==> src/rtl/alu8_pkg.sv <==
package alu8_pkg;
    localparam int DATA_W = 8;
    localparam int NIB_W  = DATA_W / 2;
    localparam int OP_W   = 5;
    localparam int FLAG_N = 3;

    typedef enum logic [OP_W-1:0] {
        OP_ADD  = 5'd0,  OP_ADDC = 5'd1,  OP_SUBB = 5'd2,
        OP_AND  = 5'd3,  OP_OR   = 5'd4,  OP_XOR  = 5'd5,
        OP_INC  = 5'd6,  OP_DEC  = 5'd7,  OP_CLR  = 5'd8,
        OP_CPL  = 5'd9,  OP_RL   = 5'd10, OP_RR   = 5'd11,
        OP_RLC  = 5'd12, OP_RRC  = 5'd13, OP_SWAP = 5'd14,
        OP_DA   = 5'd15, OP_CMP  = 5'd16
    } alu_op_e;

    typedef struct packed {
        logic cy;
        logic ac;
        logic ov;
    } flags_t;

    typedef struct packed {
        logic [DATA_W-1:0] res;
        flags_t            flg;
    } unit_out_t;

    localparam logic [FLAG_N-1:0] MASK_ALL  = 3'b111;
    localparam logic [FLAG_N-1:0] MASK_CY   = 3'b100;
    localparam logic [FLAG_N-1:0] MASK_NONE = 3'b000;

    function automatic logic nib_over9(input logic [NIB_W-1:0] n);
        return n > NIB_W'(9);
    endfunction
endpackage

==> src/rtl/alu8_addsub.sv <==
module alu8_addsub
    import alu8_pkg::*;
(
    input  logic [DATA_W-1:0] a_i,
    input  logic [DATA_W-1:0] b_i,
    input  logic              cin_i,
    input  logic              sub_i,
    output unit_out_t         out_o
);
    logic [DATA_W:0] full;
    logic            c_msb_in;

    always_comb begin
        if (sub_i)
            full = {1'b0, a_i} - {1'b0, b_i} - {{DATA_W{1'b0}}, cin_i};
        else
            full = {1'b0, a_i} + {1'b0, b_i} + {{DATA_W{1'b0}}, cin_i};
        // carry or borrow entering a bit position: operand bits xor sum bit
        c_msb_in   = a_i[DATA_W-1] ^ b_i[DATA_W-1] ^ full[DATA_W-1];
        out_o.res  = full[DATA_W-1:0];
        out_o.flg.cy = full[DATA_W];
        out_o.flg.ac = a_i[NIB_W] ^ b_i[NIB_W] ^ full[NIB_W];
        out_o.flg.ov = full[DATA_W] ^ c_msb_in;
    end
endmodule

==> src/rtl/alu8_shiftlog.sv <==
module alu8_shiftlog
    import alu8_pkg::*;
(
    input  logic [DATA_W-1:0] a_i,
    input  logic [DATA_W-1:0] b_i,
    input  logic              cy_i,
    input  alu_op_e           op_i,
    output logic [DATA_W-1:0] res_o,
    output logic              cy_o
);
    always_comb begin
        cy_o  = cy_i;
        res_o = a_i;
        unique case (op_i)
            OP_AND:  res_o = a_i & b_i;
            OP_OR:   res_o = a_i | b_i;
            OP_XOR:  res_o = a_i ^ b_i;
            OP_INC:  res_o = a_i + DATA_W'(1);
            OP_DEC:  res_o = a_i - DATA_W'(1);
            OP_CLR:  res_o = '0;
            OP_CPL:  res_o = ~a_i;
            OP_RL:   res_o = {a_i[DATA_W-2:0], a_i[DATA_W-1]};
            OP_RR:   res_o = {a_i[0], a_i[DATA_W-1:1]};
            OP_RLC: begin
                res_o = {a_i[DATA_W-2:0], cy_i};
                cy_o  = a_i[DATA_W-1];
            end
            OP_RRC: begin
                res_o = {cy_i, a_i[DATA_W-1:1]};
                cy_o  = a_i[0];
            end
            OP_SWAP: res_o = {a_i[NIB_W-1:0], a_i[DATA_W-1:NIB_W]};
            default: res_o = a_i;
        endcase
    end
endmodule

==> src/rtl/alu8_decadj.sv <==
module alu8_decadj
    import alu8_pkg::*;
(
    input  logic [DATA_W-1:0] a_i,
    input  logic              cy_i,
    input  logic              ac_i,
    output logic [DATA_W-1:0] res_o,
    output logic              cy_o
);
    logic [DATA_W:0] step1;
    logic [DATA_W:0] step2;
    logic            cy_mid;
    logic            fix_lo;
    logic            fix_hi;

    always_comb begin
        fix_lo = nib_over9(a_i[NIB_W-1:0]) || ac_i;
        step1  = {1'b0, a_i} + (fix_lo ? (DATA_W+1)'(6) : '0);
        cy_mid = cy_i | step1[DATA_W];
        fix_hi = cy_mid || nib_over9(step1[DATA_W-1:NIB_W]);
        step2  = {1'b0, step1[DATA_W-1:0]} + (fix_hi ? (DATA_W+1)'(8'h60) : '0);
        cy_o   = cy_mid | step2[DATA_W];
        res_o  = step2[DATA_W-1:0];
    end
endmodule

==> src/rtl/alu8_core.sv <==
module alu8_core
    import alu8_pkg::*;
(
    input  logic [7:0] a_i,
    input  logic [7:0] b_i,
    input  logic       cy_i,
    input  logic       ac_i,
    input  logic [4:0] op_i,
    output logic [7:0] res_o,
    output logic       cy_o,
    output logic       ac_o,
    output logic       ov_o,
    output logic [2:0] wmask_o,
    output logic       neq_o
);
    alu_op_e           op;
    unit_out_t         as_out;
    unit_out_t         cmp_out;
    logic [DATA_W-1:0] sl_res;
    logic              sl_cy;
    logic [DATA_W-1:0] da_res;
    logic              da_cy;

    assign op = alu_op_e'(op_i);

    alu8_addsub u_arith (
        .a_i   (a_i),
        .b_i   (b_i),
        .cin_i ((op == OP_ADDC || op == OP_SUBB) ? cy_i : 1'b0),
        .sub_i (op == OP_SUBB),
        .out_o (as_out)
    );

    // compare: a borrow out of a-b means a < b unsigned
    alu8_addsub u_cmp (
        .a_i   (a_i),
        .b_i   (b_i),
        .cin_i (1'b0),
        .sub_i (1'b1),
        .out_o (cmp_out)
    );

    alu8_shiftlog u_shl (
        .a_i   (a_i),
        .b_i   (b_i),
        .cy_i  (cy_i),
        .op_i  (op),
        .res_o (sl_res),
        .cy_o  (sl_cy)
    );

    alu8_decadj u_da (
        .a_i   (a_i),
        .cy_i  (cy_i),
        .ac_i  (ac_i),
        .res_o (da_res),
        .cy_o  (da_cy)
    );

    always_comb begin
        res_o   = a_i;
        cy_o    = cy_i;
        ac_o    = ac_i;
        ov_o    = 1'b0;
        wmask_o = MASK_NONE;
        case (op)
            OP_ADD, OP_ADDC, OP_SUBB: begin
                res_o   = as_out.res;
                cy_o    = as_out.flg.cy;
                ac_o    = as_out.flg.ac;
                ov_o    = as_out.flg.ov;
                wmask_o = MASK_ALL;
            end
            OP_AND, OP_OR, OP_XOR, OP_INC, OP_DEC, OP_CLR,
            OP_CPL, OP_RL, OP_RR, OP_SWAP: begin
                res_o = sl_res;
            end
            OP_RLC, OP_RRC: begin
                res_o   = sl_res;
                cy_o    = sl_cy;
                wmask_o = MASK_CY;
            end
            OP_DA: begin
                res_o   = da_res;
                cy_o    = da_cy;
                wmask_o = MASK_CY;
            end
            OP_CMP: begin
                cy_o    = cmp_out.flg.cy;
                wmask_o = MASK_CY;
            end
            default: ;
        endcase
        neq_o = |cmp_out.res;
    end
endmodule

==> config.mk <==
export PLATFORM = sky130hd
export DESIGN_NAME = alu8_core
export DESIGN_NICKNAME = d
export VERILOG_FILES = /design/src/rtl/alu8_pkg.sv /design/src/rtl/alu8_addsub.sv /design/src/rtl/alu8_shiftlog.sv /design/src/rtl/alu8_decadj.sv /design/src/rtl/alu8_core.sv
export SDC_FILE = /design/constraint.sdc
export NUM_CORES = 1
export LEC_CHECK = 0
export BUFFER_PORTS_ARGS = -buffer_cell sky130_fd_sc_hd__buf_2
export CORE_MARGIN = 1
export CORE_UTILIZATION = 61
export DETAILED_ROUTE_END_ITERATION = 6
export MAX_ROUTING_LAYER = met4
export PLACE_DENSITY_LB_ADDON = 0.2
export SETUP_SLACK_MARGIN = 0.4
export SLEW_MARGIN = 20
export SYNTH_ARGS = -nofsm -noshare
export SYNTH_HDL_FRONTEND = slang
export SYNTH_SLANG_ARGS = --single-unit
==> constraint.sdc <==
create_clock -name vclk -period 3.3
set_clock_uncertainty 0.1 [all_clocks]
set_input_delay 0.165 -clock vclk [all_inputs]
set_output_delay 0.165 -clock vclk [all_outputs]
set_load 0.03 [all_outputs]
==> results of run 1 <==
[cells by family after synthesis]
family / share of synthesized area [%]
xor gates and xnor gates: 8.046
muxes: 1.199
AOI/OAI and AO/OA: 35.28
buffers and inverters: 8.345
adders and majority gates: 21.99
and+or+nand+nor: 25.14
[stage by stage]
| stage | cells | utilization, % | setup WS, ns | setup TNS [ns] | cell area, um^2 |
|---|---|---|---|---|---|
| 3_5_place_dp | 477 | 80.20 | -0.02758 | -0.02758 | 3047 |
| 4_1_cts | 493 | 89.66 | 0.1611 | 0 | 3406 |
| 2_1_floorplan | 368 | - | 0.3044 | 0 | 2580 |
| 3_3_place_gp | 477 | 80.20 | 0.05837 | 0 | 3047 |
[what timing repair did]
action                     CTS
setup endpoints to repair    8
resized for setup           58
hold endpoints to repair     0
pin swaps                   32
buffers inserted            16
==> impl_results.md, run 1 <==
* Die Span Y at 66.07 um
* Syn_area_per_cell at ~7 um^2
* Critical endpoint after global-route timing repair: res_o[6]
* Port Buf Inserts at 38
* Share of the synthesized area in the top cell type at approximately 18%
* Error: [ERROR DPL-0038] Utilization greater than 100%, impossible to legalize
* Stop stage: global routing
* Dpl hpwl at around 7300 um
* Commonest cells in the synthesized netlist: 37 x nor2_1, 36 x ha_1, 34 x inv_1, 31 x nand2_1, 24 x o21ai_0
* FP Rows at 22
* Hold Buf Count CTS at 0
* Largest net degree at the start of global routing at 18
* WEP type: primary output
* Synth cell types at 61
* Status: did not finish
* Final Wtd Congestion at about 1.1
* Top-count cell post-synth: nor2_1
* Largest area contributor in the netlist: ha_1
* Netlist Area Pre-Place at 0.002504 mm^2
* Syn nets at roughly 430
* Synth top area cells: ha_1 18%, nor2_1 5.5%, inv_1 5.1%, o21ai_0 4.8%, nand2_1 4.6%
* Yosys warning count at 0
* Die W at 66.07 um
* Initial core utilization at 65.91%
* Seq/Total Area, Yosys at 0%
* Syn Inst Count at approximately 370
* Io pins at 38
==> run 2: changes to the inputs <==
- CORE_UTILIZATION: 61 -> 40
- MAX_ROUTING_LAYER: met4 -> unset
- PLACE_DENSITY_LB_ADDON: 0.2 -> 0.15
- SETUP_SLACK_MARGIN: 0.4 -> unset
==> impl_results.md, run 2 <==
* Status: complete, but fails checks
* Violated checks: setup timing
* Setup TNS at -0.02142 ns
* CP Max Fanout at 2
* Syn_area_per_cell at 6.803 um^2
* Remaining DRCs at 0
* First-pass GRT wire length at 14060 um
* Most common cell after layout, fill and taps aside: buf_4
* Final Wtd Congestion at 0.9744
* GRT Total Usage at 27.51%
* Achievable clock frequency at roughly 0.30 GHz
* WP buf/inv at 4
* Syn Inst Count at 368
* CP Data Required Time at 3.03 ns
* Pwr Total at about 0.60 mW
* Syn nets at 432
* Cell at the slowest stage of the critical path: fa_2
* WP data arrival at 3.06 ns
* Period utilization at 100.6%
* Max-Cap Viols at 0
* RSZ-0062 raised after global routing: yes
* Synth cell types at 61
* Seq/Total Area, Yosys at 0%
* Drt initial violations at 366
* Setup crit end: res_o[6]
* Worst Setup End Kind: primary output
* Port Buf Inserts at 38
* Number of clock buffers in the layout at 0
* DR vias/cell at approximately 6
* Largest net degree at the start of global routing at 18
* Hold Slack at 0.7025 ns
* Io pins at 38
* Core area at between 0.005 and 0.006 mm^2
* Area growth, synth to finish at 37.13%
* Register Area at 0 um^2
* Worst hold path type: in2out
* Final hold violations at 0
* Crit-path leading delay family: adder cells
* Netlist Area Pre-Place at 0.002504 mm^2
* Fin util at 57.31%
* Leak at ~1.6 nW
* Initial DRT Pass Iterations at 7
* VDD IR max at 0.08508 mV
* Rel. slew slack at 41.29%
* Layout cells sized above 1 at 32.23%
* Antenna Cells at 0
* Placed instance area at 0.003132 mm^2
* Yosys warning count at 0
* Initial core utilization at a little over two fifths
* Synth top area cells: ha_1 18%, nor2_1 5.5%, inv_1 5.1%, o21ai_0 4.8%, nand2_1 4.6%
* Dpl hpwl at 7427 um
* Detailed Route WL at 9388 um
* Tmin final at 3.321 ns
* Final instance area at between 0.003 and 0.004 mm^2
* Die Span Y at 81.12 um
* CP Launch Point: a_i[2]
* Crit start category: primary input
* Fin worst setup slack at -0.02142 ns
* Via count at 3193
* Most frequent cells in the layout: 65 x buf_4, 34 x nor2_1, 32 x inv_1
* Top-count cell post-synth: nor2_1
* Die W at 81.12 um
* Crit-path cells: buf_8, o21ai_2, nand2b_1, ha_2, inv_2, fa_2, buf_6, nor2_4, xnor2_2, nor2_1, o21ai_2, ha_2, ha_4, a222oi_1, nand2_1, a211oi_2, o211ai_1, buf_4
* Commonest cells in the synthesized netlist: 37 x nor2_1, 36 x ha_1, 34 x inv_1, 31 x nand2_1, 24 x o21ai_0
* Critical path class: in2out
* Num sequential at 0
* Share of the synthesized area in the top cell type at 17.99%
* Wire length per cell at 17.78 um
* WP depth at 18
* Final Max Tran Viols at 0
* Initial antenna violation count at 0
* DIE AREA at 0.006580 mm^2
* FP Rows at 28
* Layout Nets at 519
* Setup violations, final at 1
* Power Dens Cells at 174.8 mW/mm^2
* Vias in the first global route at 2954
* Tightest Pin Transition at 0.8739 ns
* CP peak stage delay at just under 0.4 ns
* Largest area contributor in the netlist: ha_1
* Remaining global-route overflow at 0
* Antenna viol nets, final at 0
[run 2: cell counts after synthesis]
Identical to the previous run, type by type.
[run 2: final cells by class]
cell class	count	area [um^2]
Multi-Input combinational cell	317	2499
Tap cell	75	93.84
Inverter	34	127.6
Fill cell	601	2557
Timing Repair Buffer	102	713.2
[run 2: worst min path at each step]
stage / endpoint / depth (start not counted) / slack [ns] / startpoint
after detailed placement: cy_o / 3 / 0.70 / cy_i
after global routing: res_o[7] / 4 / 0.70 / a_i[7]
after CTS: res_o[7] / 4 / 0.69 / a_i[7]
final: res_o[7] / 4 / 0.70 / a_i[7]
after global placement: cy_o / 3 / 0.70 / cy_i
after floorplan: res_o[3] / 3 / 0.50 / op_i[3]
[run 2: kinds of logic (layout without fill, tap and decap cells)]
logic type               Yosys count  after routing  share of synthesized area [%]
XOR/XNOR                          23             23                          8.046
multiplexers                       3              3                          1.199
AO/OA/AOI/OAI                    120            120                          35.28
AND/OR/NAND/NOR                  130            130                          25.14
buffers and inverters             51            136                          8.345
adder cells (fa/ha/maj)           41             41                          21.99
[run 2: worst min-delay path: stages]
cell	delay, ns
buf_2	0.10
inv_1	0.11
a22oi_2	0.11
buf_6	0.14
[run 2: routing by layer]
layer  track usage [%]  vias to the layer above  routed length, um
li1                  -                     1528                  -
met1             36.67                     1468               3942
met2             46.64                      165               4299
met3             2.022                       32                759
met4             8.750                        0                386
met5                 0                        -                  0
[run 2: power breakdown]
| part | internal, mW | switching (mW) | leakage, nW | total (mW) |
|---|---|---|---|---|
| Clock | 0 | 0 | 0 | 0 |
| Sequential | 0 | 0 | 0 | 0 |
| Combinational | 0.263 | 0.337 | 1.56 | 0.600 |
[run 2: through the flow]
step | setup WS [ns] | cells
3_3_place_gp | -0.1485 | 520
5_1_grt | -0.2237 | 528
6_report | -0.02142 | 528
2_1_floorplan | 0.07861 | 368
3_5_place_dp | -0.2280 | 520
4_1_cts | -0.0006479 | 522
[run 2: what timing repair did]
item,CTS,global route
hold buffers,0,0
setup buffers,2,6
endpoints found under the setup margin,2,6
pin swaps,7,27
resized for setup,12,42
Power figures use the tool's default switching activity.
